[config.mk]
export PLATFORM = sky130hd
export DESIGN_NAME = small_run_window
export DESIGN_NICKNAME = d
export VERILOG_FILES = /design/src/rtl/srw_pkg.sv /design/src/rtl/srw_amp_detect.sv /design/src/rtl/srw_run_count.sv /design/src/rtl/small_run_window.sv
export SDC_FILE = /design/constraint.sdc
export NUM_CORES = 1
export LEC_CHECK = 0
export BUFFER_PORTS_ARGS = -buffer_cell sky130_fd_sc_hd__buf_2
export CAP_MARGIN = 25
export CORE_MARGIN = 2
export CORE_UTILIZATION = 35
export CTS_CLUSTER_DIAMETER = 100
export DETAILED_ROUTE_END_ITERATION = 7
export PLACE_DENSITY_LB_ADDON = 0.12
export SLEW_MARGIN = 5
export SYNTH_ARGS = -nofsm -noshare
export SYNTH_HDL_FRONTEND = slang
export SYNTH_SLANG_ARGS = --single-unit
[constraint.sdc]
create_clock -name clk_i -period 1.8 [get_ports clk_i]
set_input_delay 0.45 -clock clk_i [delete_from_list [all_inputs] [get_ports clk_i]]
set_output_delay 0.45 -clock clk_i [all_outputs]
set_load 0.01 [all_outputs]
[src/rtl/srw_pkg.sv]
package srw_pkg;
  typedef enum logic {
    DET_FIXED = 1'b0,
    DET_CMP   = 1'b1
  } det_mode_e;
endpackage

[src/rtl/srw_amp_detect.sv]
module srw_amp_detect
  import srw_pkg::*;
#(
  parameter int        DATA_W   = 16,
  parameter int        THR_LOG2 = 8,
  parameter det_mode_e MODE     = DET_FIXED
) (
  input  logic [DATA_W-1:0] sample_i,
  input  logic [DATA_W-1:0] thr_i,
  output logic              small_o
);
  localparam int HI_W = DATA_W - THR_LOG2;

  generate
    if (MODE == DET_FIXED) begin : g_fixed
      logic [HI_W-1:0] hi;
      logic            lo_nz;
      logic            unused_thr;
      assign unused_thr = ^thr_i;
      assign hi         = sample_i[DATA_W-1:THR_LOG2];
      assign lo_nz      = |sample_i[THR_LOG2-1:0];
      // positive: upper bits all zero; negative: all ones and value above -2^K
      assign small_o    = (~|hi) | ((&hi) & lo_nz);
    end else begin : g_cmp
      logic [DATA_W:0] ext;
      logic [DATA_W:0] mag;
      assign ext     = {sample_i[DATA_W-1], sample_i};
      assign mag     = ext[DATA_W] ? (~ext + 1'b1) : ext;
      assign small_o = mag < {1'b0, thr_i};
    end
  endgenerate
endmodule

[src/rtl/srw_run_count.sv]
module srw_run_count #(
  parameter int RUN_LEN = 4
) (
  input  logic clk_i,
  input  logic rst_ni,
  input  logic valid_i,
  input  logic small_i,
  output logic hit_o
);
  localparam int CNT_W = $clog2(RUN_LEN + 1);
  localparam logic [CNT_W-1:0] CNT_MAX = CNT_W'(RUN_LEN);

  logic [CNT_W-1:0] cnt_q, cnt_d;
  logic             hit_q;

  always_comb begin
    cnt_d = cnt_q;
    if (valid_i) begin
      if (!small_i)              cnt_d = '0;
      else if (cnt_q != CNT_MAX) cnt_d = cnt_q + 1'b1;
    end
  end

  always_ff @(posedge clk_i or negedge rst_ni) begin
    if (!rst_ni) begin
      cnt_q <= '0;
      hit_q <= 1'b0;
    end else if (valid_i) begin
      cnt_q <= cnt_d;
      hit_q <= (cnt_d == CNT_MAX);
    end
  end

  assign hit_o = hit_q;
endmodule

[src/rtl/small_run_window.sv]
module small_run_window
  import srw_pkg::*;
#(
  parameter int        DATA_W   = 16,
  parameter int        THR_LOG2 = 8,
  parameter int        RUN_LEN  = 4,
  parameter det_mode_e DET_MODE = DET_FIXED
) (
  input  logic              clk_i,
  input  logic              rst_ni,
  input  logic              valid_i,
  input  logic [DATA_W-1:0] sample_i,
  input  logic [DATA_W-1:0] thr_i,
  output logic              flag_o,
  output logic [DATA_W-1:0] sample_o
);
  logic              small_w;
  logic [DATA_W-1:0] sample_q;

  srw_amp_detect #(
    .DATA_W  (DATA_W),
    .THR_LOG2(THR_LOG2),
    .MODE    (DET_MODE)
  ) u_det (
    .sample_i(sample_i),
    .thr_i   (thr_i),
    .small_o (small_w)
  );

  srw_run_count #(
    .RUN_LEN(RUN_LEN)
  ) u_cnt (
    .clk_i  (clk_i),
    .rst_ni (rst_ni),
    .valid_i(valid_i),
    .small_i(small_w),
    .hit_o  (flag_o)
  );

  // delay stage matching the counter's register
  always_ff @(posedge clk_i or negedge rst_ni) begin
    if (!rst_ni)      sample_q <= '0;
    else if (valid_i) sample_q <= sample_i;
  end

  assign sample_o = sample_q;
endmodule

==> out/metrics.csv <==
stage;metric;value;unit
die;Initial Utilization;36.75;%
timing;setup tns final;0;ps
die;Ports;52;
die;floorplan row count;18;
critical_path;Worst EP required;1970;ps
die;Die Width;54.77;um
detailed_routing;drc violations;0;
cts;Post-CTS Hold Buffers;0;
detailed_routing;via count;681;
synthesis;Avg Inst Size Synth;13.27;um2
timing;fin worst setup slack;375.7;ps
layout;final-layout fill cell count;253;
synthesis;synthesized cell area;902.1;um2
critical_path;Worst setup SP type;register;
critical_path;worst r2r src;u_cnt.cnt_q[0]$_DFFE_PN0P_;
critical_path;Buf/Inv on CP;1;
cts;Gates resized, CTS repair;0;
synthesis;post-synthesis register bit count;20;
cts;later-pin clock latency in the skew report;290;ps
timing;share of the clock period used by the worst path;79.13;%
min_path;worst hold path type;in -> async;
layout;share of layout cells above drive strength 1;57.69;%
detailed_routing;mean number of vias per cell;5.082;
job;max_cap viols;0;
synthesis;sequential area share after synthesis;55.48;%
cts;root buf cell;clkbuf_4;
timing;fin. max-slew vios;0;
synthesis;Yosys cell types;23;
synthesis;Post-synth EDFFs;0;
global_route;vias in the first global route;627;
layout;Storage cell area;500.5;um2
global_route;pin count of the biggest net entering global routing;25;
layout;multi-input combinational cell area;376.6;um2
timing;Slew headroom;67.43;%
cts;CTS tree;yes;
synthesis;post-synth top area cell;dfrtp_1;
global_route;first-pass GRT wire length;2.801;mm
layout;ANT cells;0;
synthesis;most common cell in the netlist;dfrtp_1;
synthesis;YS warnings;0;
place;number of port buffers;35;
cts;Sink Count;20;
timing;post-layout minimum cycle time;1424;ps
die;core area;2455;um2
critical_path;Crit. Startpoint;u_cnt.cnt_q[0]$_DFFE_PN0P_;
power;Worst VDD drop;483.5;uV
global_route;initial antenna violation count;0;
cts;Setup Buffers After CTS;0;
detailed_routing;wirelength, routed;1.783;mm
timing;Hold Vio Cnt, Final;0;
synthesis;post-synth top area share;55.48;%
place;Place WS;182.4;ps
layout;Layout area overhead;26.07;%
power;Lkg Pwr;0.5120;nW
die;chip height;54.77;um
synthesis;Commonest cells post-synth;20 x dfrtp_1, 16 x mux2_2, 3 x a21oi_1, 3 x inv_1;
timing;max frequency;702.1;MHz
synthesis;ys async rst share;100.0;%
critical_path;worst-path cell chain;inv_1, ha_1, nor3b_1, o311ai_0, o22ai_1;
detailed_routing;wire length per cell;13.31;um
power;Pwr Density;793.6;nW/um2
detailed_routing;Routed Antenna Nets;0;
cts;Clock Pin Slew Worst Setup and Hold Paths;110;ps
detailed_routing;TritonRoute pass-1 iters;2;
timing;final setup vio count;0;
timing;Least-Margin Pin Slew;488.6;ps
critical_path;Crit Path Max Fanout;5;
global_route;grt total ovfl;0;
cts;CTS H-tree depth;1;
cts;CTS Buf Count;3;
timing;skew final;0.7364;ps
critical_path;Slowest-stage cell, CP;dfrtp_1;
cts;clk buf depth;2;
critical_path;Crit path max-delay family;compound AO/OA/AOI/OAI gates;
synthesis;Synth Net Count;105;
synthesis;top_reg_cell synth;dfrtp_1;
critical_path;crit path kind;reg -> reg;
synthesis;synth top area cells;dfrtp_1 55%, mux2_2 20%, ha_1 2.8%;
critical_path;Max stage delay on crit path;420;ps
critical_path;Data arrival, critical path;1600;ps
die;die area;3000;um2
global_route;GR Util All Layers;13.17;%
timing;RSZ-0062 raised after global routing;no;
detailed_routing;drt initial violations;1;
place;Final GP Congestion;0.8036;
synthesis;Mapped Cells;68;
critical_path;Worst Setup End Kind;register;
layout;nets@finish;142;
layout;Core Util, Final;46.33;%
status;status;completed;
[stage by stage]
step	hold slack (ps)	power [mW]	cell area, um2	cells
2_1_floorplan	154.4	0.5805	902.1	68
3_3_place_gp	429.0	0.6544	1101	130
3_5_place_dp	429.5	0.6594	1101	130
4_1_cts	87.49	0.9189	1137	134
5_1_grt	95.19	0.9604	1137	134
6_report	80.57	0.9026	1137	134
[report_power, final]
group / switching [mW] / leakage (nW) / total [mW] / internal (mW)
sequential: 0.0158 / 0.243 / 0.501 / 0.485
clock: 0.133 / 0.0210 / 0.256 / 0.123
combinational: 0.0727 / 0.248 / 0.146 / 0.0729
[logic make-up (layout without fill, tap and decap cells)]
| kind of cell | after synthesis | in the layout | share of synthesized area [%] |
|---|---|---|---|
| and+or+nand+nor | 14 | 14 | 10.96 |
| AOI/OAI and AO/OA | 10 | 10 | 8.043 |
| adders and majority gates | 2 | 2 | 2.773 |
| DFF | 20 | 20 | 55.48 |
| muxes | 16 | 16 | 19.97 |
| buffers and inverters | 6 | 42 | 2.773 |
[worst register-to-register path: stages, from the launching register on]
cell and delay (ps):
dfrtp_1 420, inv_1 150, ha_1 230, nor3b_1 70
o311ai_0 330, o22ai_1 110
[registers in the layout, summed over array words and instances (netlist names)]
signal       flops
u_cnt.cnt_q      3
u_cnt.hit_o      1
sample_o        16
[routing by layer]
metal,global-route usage (%),vias to the layer above,wire [um]
met2,20.63,22,855
met5,0,-,0
met1,17.49,328,796
li1,-,329,-
met3,3.005,2,117
met4,5.000,0,12
[path summary, 6_finish.rpt]
check / end / slack (ps) / cells after the start
max: u_cnt.hit_o$_DFFE_PN0P_ / 380 / 5
min in group clk_i: sample_o[2]$_DFFE_PN0P_ / 400 / 2
max reg2reg: u_cnt.hit_o$_DFFE_PN0P_ / 380 / 5
min: u_cnt.hit_o$_DFFE_PN0P_ / 80 / 1
min reg2reg: sample_o[6]$_DFFE_PN0P_ / 510 / 1
max in group asynchronous: sample_o[15]$_DFFE_PN0P_ / 1410 / 1
[area by class of cell]
cell class	instances	share of cell area, %
sequential	20	44.00
multi-input combinational	42	33.11
timing repair buffer	35	15.40
tap	30	3.300
clock buffer	4	3.190
inverter	3	0.9901
[cell usage in the layout, fill, tap and decap left out, drive strengths merged, types with 2 or more instances in the layout]
master	netlist	final
dfrtp	20	20
clkbuf	1	4
o22ai	2	2
nor4	2	2
nor2	2	2
buf	2	35
a21oi	3	3
mux2	16	16
inv	3	3
ha	2	2
or4	2	2
nand4	2	2
nand2	2	2
(Power assumes the default switching activity.)
